File: src/rtl/srx_pkg.sv
package srx_pkg;

    localparam int BYTE_W = 8;
    localparam int CNT_W  = $clog2(BYTE_W + 1);

    typedef enum logic [2:0] {
        S_IDLE,
        S_ADDR,
        S_ADDR2,
        S_DATA,
        S_ACK,
        S_HOLD
    } srx_state_e;

    localparam logic [7:0] ST_OWN_W    = 8'h60;
    localparam logic [7:0] ST_OWN_LOST = 8'h68;
    localparam logic [7:0] ST_GC       = 8'h70;
    localparam logic [7:0] ST_GC_LOST  = 8'h78;
    localparam logic [7:0] ST_OWN_ACK  = 8'h80;
    localparam logic [7:0] ST_OWN_NACK = 8'h88;
    localparam logic [7:0] ST_GC_ACK   = 8'h90;
    localparam logic [7:0] ST_GC_NACK  = 8'h98;
    localparam logic [7:0] ST_END      = 8'hA0;
    localparam logic [7:0] ST_IDLE     = 8'hF8;

    localparam logic [4:0] TENBIT_HDR  = 5'b11110;

    typedef struct packed {
        logic       ack;
        logic       raise;
        logic [7:0] code;
        srx_state_e nxt;
    } srx_dec_t;

    function automatic logic [7:0] pick_code(input logic alt,
                                             input logic [7:0] norm,
                                             input logic [7:0] other);
        return alt ? other : norm;
    endfunction

endpackage

File: src/rtl/srx_sync.sv
module srx_sync #(
    parameter int STAGES = 2,
    parameter int LINES  = 2
) (
    input  logic             clk,
    input  logic             rst,
    input  logic [LINES-1:0] din,
    output logic [LINES-1:0] dout
);
    for (genvar g = 0; g < LINES; g++) begin : g_line
        logic [STAGES-1:0] pipe;
        always_ff @(posedge clk) begin
            if (rst) pipe <= '1;
            else     pipe <= {pipe[STAGES-2:0], din[g]};
        end
        assign dout[g] = pipe[STAGES-1];
    end
endmodule

File: src/rtl/srx_cond.sv
module srx_cond (
    input  logic clk,
    input  logic rst,
    input  logic scl_s,
    input  logic sda_s,
    output logic scl_rise,
    output logic scl_fall,
    output logic start_p,
    output logic stop_p
);
    logic scl_q, sda_q;

    always_ff @(posedge clk) begin
        if (rst) begin
            scl_q <= 1'b1;
            sda_q <= 1'b1;
        end else begin
            scl_q <= scl_s;
            sda_q <= sda_s;
        end
    end

    assign scl_rise = scl_s & ~scl_q;
    assign scl_fall = ~scl_s & scl_q;
    assign start_p  = scl_s & scl_q & sda_q & ~sda_s;
    assign stop_p   = scl_s & scl_q & ~sda_q & sda_s;
endmodule

File: src/rtl/srx_engine.sv
module srx_engine
    import srx_pkg::*;
(
    input  logic              clk,
    input  logic              rst,
    input  logic              scl_rise,
    input  logic              scl_fall,
    input  logic              start_p,
    input  logic              stop_p,
    input  logic              sda_s,
    input  logic [9:0]        own_addr,
    input  logic              addr10_en,
    input  logic              gc_en,
    input  logic              ack_en,
    input  logic              arb_lost,
    input  logic              flag_clr,
    output logic              flag,
    output logic [7:0]        status,
    output logic [BYTE_W-1:0] rx_data,
    output logic              scl_hold,
    output logic              sda_drive
);
    srx_state_e        state, after;
    logic [BYTE_W-2:0] shreg;
    logic [CNT_W-1:0]  bcnt;
    logic              gc_mode, dec_gc;
    srx_dec_t          pend, dec;
    logic [BYTE_W-1:0] rx_byte;

    assign rx_byte = {shreg, sda_s};

    // Decision for the byte completing on this SCL rise
    always_comb begin
        dec    = '{ack: 1'b0, raise: 1'b0, code: ST_IDLE, nxt: S_IDLE};
        dec_gc = gc_mode;
        unique case (state)
            S_ADDR: begin
                if (!addr10_en && rx_byte[7:1] == own_addr[6:0] && !rx_byte[0]) begin
                    dec    = '{ack: 1'b1, raise: 1'b1,
                               code: pick_code(arb_lost, ST_OWN_W, ST_OWN_LOST), nxt: S_DATA};
                    dec_gc = 1'b0;
                end else if (addr10_en && rx_byte[7:3] == TENBIT_HDR &&
                             rx_byte[2:1] == own_addr[9:8] && !rx_byte[0]) begin
                    dec    = '{ack: 1'b1, raise: 1'b0, code: ST_IDLE, nxt: S_ADDR2};
                end else if (gc_en && rx_byte == '0) begin
                    dec    = '{ack: 1'b1, raise: 1'b1,
                               code: pick_code(arb_lost, ST_GC, ST_GC_LOST), nxt: S_DATA};
                    dec_gc = 1'b1;
                end
            end
            S_ADDR2: begin
                if (rx_byte == own_addr[7:0]) begin
                    dec    = '{ack: 1'b1, raise: 1'b1,
                               code: pick_code(arb_lost, ST_OWN_W, ST_OWN_LOST), nxt: S_DATA};
                    dec_gc = 1'b0;
                end
            end
            S_DATA: begin
                if (ack_en)
                    dec = '{ack: 1'b1, raise: 1'b1,
                            code: pick_code(gc_mode, ST_OWN_ACK, ST_GC_ACK), nxt: S_DATA};
                else
                    dec = '{ack: 1'b0, raise: 1'b1,
                            code: pick_code(gc_mode, ST_OWN_NACK, ST_GC_NACK), nxt: S_IDLE};
            end
            default: ;
        endcase
    end

    always_ff @(posedge clk) begin
        if (rst) begin
            state     <= S_IDLE;
            after     <= S_IDLE;
            shreg     <= '0;
            bcnt      <= '0;
            gc_mode   <= 1'b0;
            pend      <= '{ack: 1'b0, raise: 1'b0, code: ST_IDLE, nxt: S_IDLE};
            flag      <= 1'b0;
            status    <= ST_IDLE;
            rx_data   <= '0;
            scl_hold  <= 1'b0;
            sda_drive <= 1'b0;
        end else if ((start_p || stop_p) && state != S_HOLD && state != S_ACK) begin
            bcnt <= '0;
            if (state == S_DATA) begin
                flag     <= 1'b1;
                status   <= ST_END;
                scl_hold <= start_p;
                after    <= start_p ? S_ADDR : S_IDLE;
                state    <= S_HOLD;
            end else if (start_p) begin
                state <= S_ADDR;
            end else begin
                state  <= S_IDLE;
                status <= ST_IDLE;
            end
        end else begin
            unique case (state)
                S_ADDR, S_ADDR2, S_DATA: begin
                    if (scl_rise && bcnt != CNT_W'(BYTE_W)) begin
                        shreg <= {shreg[BYTE_W-3:0], sda_s};
                        bcnt  <= bcnt + 1'b1;
                        if (bcnt == CNT_W'(BYTE_W - 1)) begin
                            pend    <= dec;
                            gc_mode <= dec_gc;
                            if (state == S_DATA) rx_data <= rx_byte;
                        end
                    end else if (scl_fall && bcnt == CNT_W'(BYTE_W)) begin
                        state     <= S_ACK;
                        sda_drive <= pend.ack;
                        bcnt      <= '0;
                    end
                end
                S_ACK: begin
                    if (scl_fall) begin
                        sda_drive <= 1'b0;
                        if (pend.raise) begin
                            flag     <= 1'b1;
                            status   <= pend.code;
                            scl_hold <= 1'b1;
                            after    <= pend.nxt;
                            state    <= S_HOLD;
                        end else begin
                            state <= pend.nxt;
                            if (pend.nxt == S_IDLE) status <= ST_IDLE;
                        end
                    end
                end
                S_HOLD: begin
                    if (flag_clr) begin
                        flag     <= 1'b0;
                        scl_hold <= 1'b0;
                        state    <= after;
                        if (after == S_IDLE) status <= ST_IDLE;
                    end
                end
                default: ;
            endcase
        end
    end
endmodule

File: src/rtl/i2c_srx.sv
module i2c_srx
    import srx_pkg::*;
#(
    parameter int SYNC_STAGES = 2
) (
    input  logic        clk,
    input  logic        rst,
    input  logic        scl_i,
    input  logic        sda_i,
    output logic        scl_oe,
    output logic        sda_oe,
    input  logic [9:0]  own_addr,
    input  logic        addr10_en,
    input  logic        gc_en,
    input  logic        ack_en,
    input  logic        arb_lost,
    input  logic        flag_clr,
    output logic        flag,
    output logic [7:0]  status,
    output logic [7:0]  rx_data
);
    logic [1:0] line_s;
    logic       scl_rise, scl_fall, start_p, stop_p;

    srx_sync #(.STAGES(SYNC_STAGES), .LINES(2)) u_sync (
        .clk  (clk),
        .rst  (rst),
        .din  ({scl_i, sda_i}),
        .dout (line_s)
    );

    srx_cond u_cond (
        .clk      (clk),
        .rst      (rst),
        .scl_s    (line_s[1]),
        .sda_s    (line_s[0]),
        .scl_rise (scl_rise),
        .scl_fall (scl_fall),
        .start_p  (start_p),
        .stop_p   (stop_p)
    );

    srx_engine u_eng (
        .clk       (clk),
        .rst       (rst),
        .scl_rise  (scl_rise),
        .scl_fall  (scl_fall),
        .start_p   (start_p),
        .stop_p    (stop_p),
        .sda_s     (line_s[0]),
        .own_addr  (own_addr),
        .addr10_en (addr10_en),
        .gc_en     (gc_en),
        .ack_en    (ack_en),
        .arb_lost  (arb_lost),
        .flag_clr  (flag_clr),
        .flag      (flag),
        .status    (status),
        .rx_data   (rx_data),
        .scl_hold  (scl_oe),
        .sda_drive (sda_oe)
    );
endmodule

File: config.mk
export PLATFORM = sky130hd
export DESIGN_NAME = i2c_srx
export DESIGN_NICKNAME = d
export VERILOG_FILES = /design/src/rtl/srx_pkg.sv /design/src/rtl/srx_sync.sv /design/src/rtl/srx_cond.sv /design/src/rtl/srx_engine.sv /design/src/rtl/i2c_srx.sv
export SDC_FILE = /design/constraint.sdc
export NUM_CORES = 1
export LEC_CHECK = 0
export ABC_AREA = 0
export BUFFER_PORTS_ARGS = -buffer_cell sky130_fd_sc_hd__buf_2
export CORE_UTILIZATION = 40
export CTS_BUF_LIST = sky130_fd_sc_hd__clkbuf_8
export DETAILED_ROUTE_END_ITERATION = 6
export GPL_ROUTABILITY_DRIVEN = 0
export SLEW_MARGIN = 20
export SYNTH_ARGS = -nofsm -noshare
export SYNTH_HDL_FRONTEND = slang
export SYNTH_SLANG_ARGS = --single-unit
File: constraint.sdc
create_clock -name clk -period 2.65 [get_ports clk]
set_clock_uncertainty 0.1 [all_clocks]
set_input_delay 0.3975 -clock clk [delete_from_list [all_inputs] [get_ports clk]]
set_output_delay 0.3975 -clock clk [all_outputs]
set_load 0.01 [all_outputs]
-- Word level (Yosys, flattened, before mapping)
Index checks and enable logic that the tools add are counted.
- $mul: 0
- divide/modulo/power cells: 0
- add/sub/neg operators: 1
- shifts and indexed selects: 0
- order comparisons: 0
- bitwise operators: 12
- equality and inequality tests: 29
- reduce and logical (&&, ||, !) cells: 36
- mux-type cells: 52
- operator list (cell ; count):
    $mux 13 ; 5
    $mux 8 ; 8
    $pmux 13 s3 ; 1
    $mux 3 ; 12
    $reduce_and 5->1 ; 4
    $mux 4 ; 4
    $pmux 8 s2 ; 1
    $mux 1 ; 15
    $ne 3x1->1 const B ; 5
    $reduce_bool 2->1 ; 6
    $logic_and 1x1->1 ; 10
    $mux 5 ; 2
    $ne 3x2->1 const B ; 3
    $ne 3x3->1 const B ; 3
    $pmux 3 s3 ; 1
    $eq 8x8->1 ; 1
    $logic_not 8->1 ; 1
    $reduce_and 4->1 ; 2
    $reduce_and 8->1 ; 1
    $and 1x1->1 ; 7
    $eq 7x7->1 ; 1
    $eq 3x2->1 const B ; 2
    $eq 3x3->1 const B ; 2
    $logic_not 3->1 ; 2
    other kinds (21) ; 31
- logic and storage cells: 148
- memories kept: 0
- bits in registers: 56
- latch bits: 0
- RAM bits: 0
- input port bits: 19
- bits in read-only memories: 0

-- Logic depth before layout (Yosys ltp)
Gate-level depths: netlist of run 1.
- word-level depth: 8
- gate-level depth with buffers: 8
- mapped depth without buffers: 8

-- Modules after synthesis
From an unflattened synthesis of run 1, not the netlist that was laid out.
- cell total of the unflattened synthesis: 298
- area total of the unflattened synthesis: 2473.6 um^2
- by module, submodules not included (module ; area an instance (um^2) ; cells an instance ; times used ; sequential area each (um^2)):
    srx_engine ; 2268.4 ; 280 ; 1 ; 800.8
    srx_sync ; 120.1 ; 10 ; 1 ; 80.1
    srx_cond ; 85.1 ; 8 ; 1 ; 40.0

-- Least setup slack after synthesis of run 1
OpenSTA, ideal clock, no wires.
- path kind: reg-to-reg
- from: register u_eng.shreg[5]
- to: register u_eng.pend[10] (netlist bit)
- cell stages (with the launch flop): 8
- buffers on the path: 1
- data arrival time: 1.605 ns
- setup slack: 0.824 ns
- library setup time: 0.122 ns
- cells stage by stage: dfxtp_1 buf_6 xor2_1 or3_4 nor4_4 a31o_4 a31oi_1 a221o_1
- cells in the longest elaborated chain, start to end: 7
- ends and longest elaborated chain (what ; line ; RTL):
    start, declared ; srx_engine.sv:24 ; logic [BYTE_W-2:0] shreg;
    start signal, assigned ; srx_engine.sv:101 ; shreg <= {shreg[BYTE_W-3:0], sda_s};
    $eq 5x5->1 ; srx_engine.sv:42 ; end else if (addr10_en && rx_byte[7:3] == TENBIT_HDR &&
    $logic_and 1x1->1 (2 in a row) ; srx_engine.sv:42 ;
    $logic_and 1x1->1 ; srx_engine.sv:43 ; rx_byte[2:1] == own_addr[9:8] && !rx_byte[0]) begin
    $mux 13 ; srx_engine.sv:42 ;
    $mux 13 ; srx_engine.sv:38 ; if (!addr10_en && rx_byte[7:1] == own_addr[6:0] && !rx_byte[0]) begin
    $pmux 13 s3 (*) ; srx_engine.sv:36 ; unique case (state)
    end signal, assigned ; srx_engine.sv:77 ; pend <= '{ack: 1'b0, raise: 1'b0, code: ST_IDLE, nxt: S_IDLE};
    end, declared ; srx_engine.sv:27 ; srx_dec_t pend, dec;
Mark *: on every way between the ends. The rest lies on a longest branch, timed or not.
A chain may end at the register's enable or synchronous reset.

-- Final worst setup path of run 1
- from: register u_eng.state[1]
- to: register u_eng.pend[6] (netlist bit)
- cells in the longest elaborated chain, start to end: 5
- ends and longest elaborated chain (what ; line ; RTL):
    start, declared ; srx_engine.sv:23 ; srx_state_e state, after;
    start signal, assigned ; srx_engine.sv:124 ; state <= pend.nxt;
    start signal, assigned ; srx_engine.sv:133 ; state <= after;
    $ne 3x3->1 ; srx_engine.sv:83 ; end else if ((start_p || stop_p) && state != S_HOLD && state != S_ACK) begin
    $logic_and 1x1->1 (2 in a row) ; srx_engine.sv:83 ;
    $not 1->1 (no source line) ; -- ;
    $reduce_and 4->1 (no source line) ; -- ;
Several ways; a longest one is shown, not always the timed one.

==> results of run 1 <==
[power by group through the flow]
stage | logic (mW) | clock network, mW | registers (mW)
final | 0.0912 | 0.514 | 0.711
after CTS | 0.0910 | 0.529 | 0.711
after global placement | 0.0911 | 0 | 0.727
after floorplan | 0.0674 | 0 | 0.722
after global routing | 0.102 | 0.561 | 0.712
after detailed placement | 0.0908 | 0 | 0.727
[sequential cells by signal, indices dropped and copies added, names as in the netlist, 2 cells and up]
register,count
u_eng.after,2
u_eng.pend,7
u_eng.bcnt,4
u_eng.status,5
u_eng.shreg,7
u_sync.g_line.pipe,4
u_eng.rx_data,8
u_eng.state,3
[worst max-delay path, stage by stage, from the launching register on]
cell       delay, ps
dfxtp_1          620
nor2_1           200
nor4b_4          310
nand4b_2         230
a2111oi_0        330
o221ai_1         190
o31a_1           130
[routing by layer]
metal  vias to the layer above  track usage (%)  wire length, µm
met3                         5            3.523              283
met5                         -                0                0
li1                       1040                -                -
met4                         0            5.357               51
met2                        58            28.97             2295
met1                       930            24.33             2593
[cell families after synthesis]
logic type	Yosys count	synth area share, %
XOR/XNOR	19	6.796
other	1	0.1531
multiplexers	11	4.497
buffers and inverters	29	7.818
AND/OR/NAND/NOR	117	25.45
AO/OA/AOI/OAI	63	16.66
flip-flops	46	37.61
adder cells (fa/ha/maj)	2	1.022
[worst min path at each step]
stage / from / to / slack [ps]
2_1_floorplan: u_sync.g_line[0].pipe[0]$_SDFF_PP1_ / u_sync.g_line[0].pipe[1]$_SDFF_PP1_ / 290
5_1_grt: scl_i / u_sync.g_line[1].pipe[0]$_SDFF_PP1_ / 170
6_report: sda_i / u_sync.g_line[0].pipe[0]$_SDFF_PP1_ / 170
3_3_place_gp: u_sync.g_line[0].pipe[0]$_SDFF_PP1_ / u_sync.g_line[0].pipe[1]$_SDFF_PP1_ / 300
3_5_place_dp: u_sync.g_line[0].pipe[0]$_SDFF_PP1_ / u_sync.g_line[0].pipe[1]$_SDFF_PP1_ / 290
4_1_cts: sda_i / u_sync.g_line[0].pipe[0]$_SDFF_PP1_ / 170
[metrics by stage]
step | utilization [%] | setup WS (ps) | instance area [µm²]
2_1_floorplan | - | 823.6 | 2456
3_3_place_gp | 43.83 | 508.0 | 2595
3_5_place_dp | 43.83 | 475.2 | 2595
4_1_cts | 45.69 | 435.0 | 2705
5_1_grt | 45.69 | 139.5 | 2705
6_report | 45.69 | 431.8 | 2705
[cell usage in the layout, fill, tap and decap left out, types with 3 or more instances in the layout]
master	instances
and2_1	3
buf_4	5
inv_1	4
nor3_1	7
o221ai_1	3
xnor2_1	12
o21bai_1	3
or2_2	7
nand4_1	3
xor2_1	7
nand2b_1	6
o21ai_0	8
conb_1	3
o21ai_1	6
a22oi_1	3
buf_2	34
clkbuf_8	5
nand3_1	7
dfxtp_1	46
a21oi_1	22
nand2_1	32
nor2b_1	3
nor2_1	31
mux2i_1	11
nor4_1	4
a211oi_1	4
[cell type report]
type	instances	area (µm²)
clock buffer	5	68.82
clock inverter	3	41.29
fill	607	3216
inverter	4	28.78
multi-input combinational	215	1344
sequential	46	920.9
tap	75	93.84
timing repair buffer	39	207.7
==> impl_metrics.py, run 1 <==
metrics = {
    "synth": {
        "ys_async_sr_fraction_pct": 0,
        "postSynthCellCount": 288,
        "synth_top_cell_area_share_pct": 37.61,
        "ys.flop_type": "dfxtp_1",
        "netlist_area_mm2": 0.002449,
        "yosysWarnings": 0,
        "ys_top_cells_by_area": "dfxtp_1 (38%), nand2_1 (4.9%), nor2_1 (4.8%)",
        "yosysMostFrequentCell": "dfxtp_1",
        "synth_seq_area_share_pct": 37.61,
        "syn-mean-instance-area_um2": 8.502,
        "synth_edf_count": 0,
        "synth_top_area_cell": "dfxtp_1",
        "ys_ff_latch": 46,
        "ys_types": 53,
        "ys_top_cells_by_count": "dfxtp_1 (46), nand2_1 (32), nor2_1 (31)",
    },
    "power_and_ir_drop": {
        "ir_drop_v": 0.0003734,
        "p_leak_nw": 1.039,
        "p_sw_mw": 0.3001,
        "p_total_mw": 1.316,
        "swShare_pct": 22.81,
        "seqPwrFrac_pct": 54.0,
        "internal_power_mw": 1.016,
        "power_frac_comb_pct": 6.9,
        "clockPowerShare_pct": 39.1,
        "powerDensity_mw_per_mm2": 486.4,
    },
    "finish": {
        "fin_nets": 332,
        "antenna_cells": 0,
        "area_growth_pct": 10.48,
        "drive_gt1_share_pct": 19.87,
        "fin_cells": 387,
    },
    "setup_path": {
        "startpoint": "u_eng.state[1]$_SDFFE_PP0P_",
        "worst_ep_arrival_time_ps": 2310,
        "crit_fanout": 14,
        "reg2reg_slack_ps": 430,
        "crit-reg2reg-launch": "u_eng.state[1]$_SDFFE_PP0P_",
        "rr_worst_depth": 6,
        "worst_ep_required_time_ps": 2740,
        "crit_path_start_kind": "register",
        "endpoint": "u_eng.pend[6]$_SDFFE_PP1P_",
        "crit_type": "reg -> reg",
        "critPathCaptureType": "register",
        "regToRegEndpoint": "u_eng.pend[6]$_SDFFE_PP1P_",
    },
    "grt": {
        "grt_max_degree": 27,
        "grt_overflow": 0,
        "grtUsageTotal_pct": 18.06,
        "grt_pass1_vias": 1891,
        "antenna_found_initial": 0,
        "grt_pass1_wl_um": 8997,
    },
    "floorplanning": {
        "core_mm2": 0.005921,
        "initial_utilization_pct": 41.36,
        "fp.dieW_um": 80.24,
        "rows": 28,
        "dieArea_mm2": 0.006438,
        "io_pins": 38,
        "die_h_um": 80.24,
    },
    "route": {
        "drc_errors": 0,
        "drt_wl_total_um": 5224,
        "vias": 2033,
        "vias_per_cell": 5.253,
        "drt_pass1_iterations": 4,
        "wl_per_cell_um": 13.50,
        "antenna_left": 0,
        "first_iter_violations": 169,
    },
    "min_path": {
        "whs_path_depth": 2,
        "hp-class": "in -> reg",
    },
    "sta": {
        "final_hold_viol_count": 0,
        "fin_hold_ws_ps": 174.2,
        "max_freq_mhz": 450.8,
        "slew_headroom_pct": 59.66,
        "finalCriticalPeriod_ps": 2218,
        "setup_viol": 0,
        "rsz0062_at_grt": "no",
        "tightest_slew_ps": 599.5,
        "tns_ps": 0,
        "final_max_slew_viol_count": 0,
        "finalCritPeriodShare_pct": 83.71,
    },
    "clock_tree": {
        "cts-root-buf": "clkbuf_8",
        "ctsResizeCount": 0,
        "worstSkewPairLatency_ps": 300,
        "htree_levels": 2,
        "hold_buffers": 0,
        "cts.sinks": 46,
        "cts-buffers-inserted": 5,
        "path_clk_slew_ps": 90,
        "cts_buffer_depth": 2,
        "post_cts_buffers": 0,
        "cts_tree": "done",
    },
    "run_status": {
        "outcome": "complete, no violations",
    },
    "place": {
        "portBuffers": 34,
        "placedCellCount": 379,
        "dp_hpwl_um": 3803,
    },
    "flow_run": {
        "maxCapViolCount": 0,
    },
}
No activity file was read; power rests on OpenSTA's default activity.
==> run 2, diff against run 1 <==
==> constraint.sdc (replaced) <==
create_clock -name clk -period 1.8 [get_ports clk]
set_clock_uncertainty 0.1 [all_clocks]
set_input_delay 0.27 -clock clk [delete_from_list [all_inputs] [get_ports clk]]
set_output_delay 0.27 -clock clk [all_outputs]
set_load 0.01 [all_outputs]
==> run 2 against run 1 <==
  * Final area increased by 20%
  * Register-to-register slack got worse by 400 ps
  * Flip-flop and latch count unchanged
  * Combinational power increased by 110%
  * Clock power increased by 87%
  * Largest power group unchanged
  * Sequential share of layout area decreased by 5.0 points
  * Count of clock-buffer cells in the layout increased by 1
  * Utilization increased by 9.1 points
  * Critical path depth unchanged
  * Routed wire length increased by 24%
  * Worst hold slack got worse by 120 ps
==> impl_metrics.py, run 2 (synthesized netlist as in run 1, its figures left out) <==
metrics = {
    "clock_tree": {
        "htree_levels": 2,
        "cts_buffer_depth": 2,
        "worstSkewPairLatency_ps": 300,
        "cts.sinks": 46,
        "path_clk_slew_ps": 90,
        "cts-root-buf": "clkbuf_8",
        "cts_tree": "done",
        "cts-buffers-inserted": 5,
    },
    "setup_path": {
        "worst_ep_arrival_time_ps": 1860,
        "reg2reg_slack_ps": 30,
        "regToRegEndpoint": "u_eng.pend[10]$_SDFFE_PP1P_",
        "crit_path_start_kind": "register",
        "critPathCaptureType": "register",
        "worst_ep_required_time_ps": 1890,
        "crit_type": "reg -> reg",
        "rr_worst_depth": 6,
        "crit_fanout": 4,
        "crit-reg2reg-launch": "u_eng.shreg[3]$_SDFFE_PP0P_",
    },
    "finish": {
        "drive_gt1_share_pct": 40.45,
        "regMostFlops": "u_eng.rx_data",
        "multi_input_area_mm2": 0.001480,
        "mostFrequentLayoutCell": "buf_4",
        "fin_util_pct": 54.82,
        "seqCellArea_um2": 943.4,
        "fillers": 558,
        "most-common-layout-cells": "buf_4 (44), buf_2 (34), dfxtp_1 (34)",
        "area_growth_pct": 32.55,
        "reg_top3": "u_eng.rx_data: 8 flops, u_eng.pend: 7 flops, u_eng.shreg: 7 flops",
        "largest_reg_flops": 8,
        "fin_nets": 376,
        "antenna_cells": 0,
    },
    "sta": {
        "finalCriticalPeriod_ps": 1771,
        "final_hold_viol_count": 0,
        "tns_ps": 0,
        "rsz0062_at_grt": "yes",
        "max_freq_mhz": 564.7,
        "final_max_slew_viol_count": 0,
        "setup_viol": 0,
        "finalCritPeriodShare_pct": 98.37,
    },
    "grt": {
        "grt_busiest_layer": "met2",
        "globalRouteMet1Util_pct": 26.80,
        "grt_pass1_wl_um": 9929,
        "grt_overflow": 0,
        "grt_max_degree": 20,
        "grt_pass1_vias": 2088,
        "grt_use_met3_pct": 3.409,
        "use_met2_pct": 33.76,
        "antenna_found_initial": 0,
        "grtUsageTotal_pct": 20.15,
    },
    "power_and_ir_drop": {
        "power_frac_comb_pct": 8.6,
        "seqPwrFrac_pct": 47.4,
        "powerDensity_mw_per_mm2": 673.1,
        "swShare_pct": 22.12,
        "internal_power_mw": 1.701,
        "ir_drop_v": 0.0005013,
        "clockPowerShare_pct": 44.0,
        "p_sw_mw": 0.4833,
        "p_leak_nw": 1.320,
    },
    "floorplanning": {
        "dieArea_mm2": 0.006438,
        "core_mm2": 0.005921,
        "initial_utilization_pct": 41.36,
        "rows": 28,
        "io_pins": 38,
        "die_h_um": 80.24,
        "fp.dieW_um": 80.24,
    },
    "place": {
        "portBuffers": 34,
        "dp_hpwl_um": 4529,
    },
    "route": {
        "wl_per_cell_um": 14.98,
        "vias_per_cell": 5.181,
        "drc_errors": 0,
        "drt_pass1_iterations": 4,
        "first_iter_violations": 196,
        "vias": 2233,
        "antenna_left": 0,
        "drt_wl_total_um": 6457,
    },
    "run_status": {
        "outcome": "complete, no violations",
    },
    "min_path": {
        "holdPathEnd": "u_sync.g_line[0].pipe[0]$_SDFF_PP1_",
        "hp-class": "in -> reg",
        "whs_path_depth": 2,
        "hold_start": "sda_i",
    },
    "flow_run": {
        "maxCapViolCount": 0,
    },
}
[run 2: cell types whose count changed in the layout (fill, tap and decap cells not counted), moves of 5 or more]
| cell | delta |
|---|---|
| buf_4 | +39 |
| xnor2_1 | -6 |
| xnor2_2 | +6 |
| dfxtp_1 | -12 |
| buf_6 | +5 |
| dfxtp_2 | +9 |
[run 2: power by group through the flow]
stage / clock network, mW / registers [mW] / logic, mW
2_1_floorplan: 0 / 1.06 / 0.0992
3_3_place_gp: 0 / 1.06 / 0.161
3_5_place_dp: 0 / 1.06 / 0.162
4_1_cts: 0.984 / 1.04 / 0.164
5_1_grt: 1.03 / 1.04 / 0.203
6_report: 0.961 / 1.04 / 0.188
[run 2: worst max-delay path, cell delays in order, from the launching register on]
cell     delay, ps
dfxtp_2        360
xnor2_2        170
nand4_2        170
nor4_4         330
a31o_4         140
a31oi_1         90
a221o_1        310
[run 2: layout make-up]
cell class                 count  share of cell area (%)
sequential                    46                   29.07
tap                           75                   2.891
multi-input combinational    215                   45.61
inverter                       4                  0.8867
clock buffer                   6                   2.544
clock inverter                 2                   1.850
timing repair buffer          83                   17.15
[run 2: layer usage]
layer / wire (µm) / vias up
met5: 0 / -
met4: 41 / 0
met3: 280 / 5
met2: 3072 / 66
met1: 3062 / 1029
li1: - / 1133
[run 2: worst max path at each step]
stage / startpoint / end / slack (ps) / cells after the start
after global routing: u_eng.shreg[5]$_SDFFE_PP0P_ / u_eng.pend[6]$_SDFFE_PP1P_ / -100 / 6
after CTS: u_sync.g_line[0].pipe[1]$_SDFF_PP1_ / u_eng.status[7]$_SDFFE_PP1P_ / 0.8 / 5
final: u_eng.shreg[3]$_SDFFE_PP0P_ / u_eng.pend[10]$_SDFFE_PP1P_ / 30 / 6
after floorplan: u_eng.shreg[5]$_SDFFE_PP0P_ / u_eng.pend[10]$_SDFFE_PP1P_ / -30 / 7
after detailed placement: u_eng.state[0]$_SDFFE_PP0P_ / u_eng.status[7]$_SDFFE_PP1P_ / 1 / 7
after global placement: own_addr[5] / u_eng.pend[1]$_SDFFE_PP0P_ / -10 / 8
[run 2: per-stage QoR]
stage	area [µm²]	setup slack, ps	instances	hold slack [ps]	power, mW
finish	3246	29.29	431	49.79	2.185
global route	3246	-95.80	431	34.46	2.274
CTS	3060	0.7816	429	37.80	2.186
detailed placement	2903	1.469	420	295.2	1.224
global placement	2903	-9.623	420	295.6	1.223
floorplan	2456	-26.42	290	273.8	1.162
[run 2: timing repair]
action,4_1_cts,5_1_grt
pin swaps,1,13
gates cloned,0,0
gates resized for setup,2,47
hold buffers,0,0
setup endpoints to repair,2,30
setup buffers,1,2
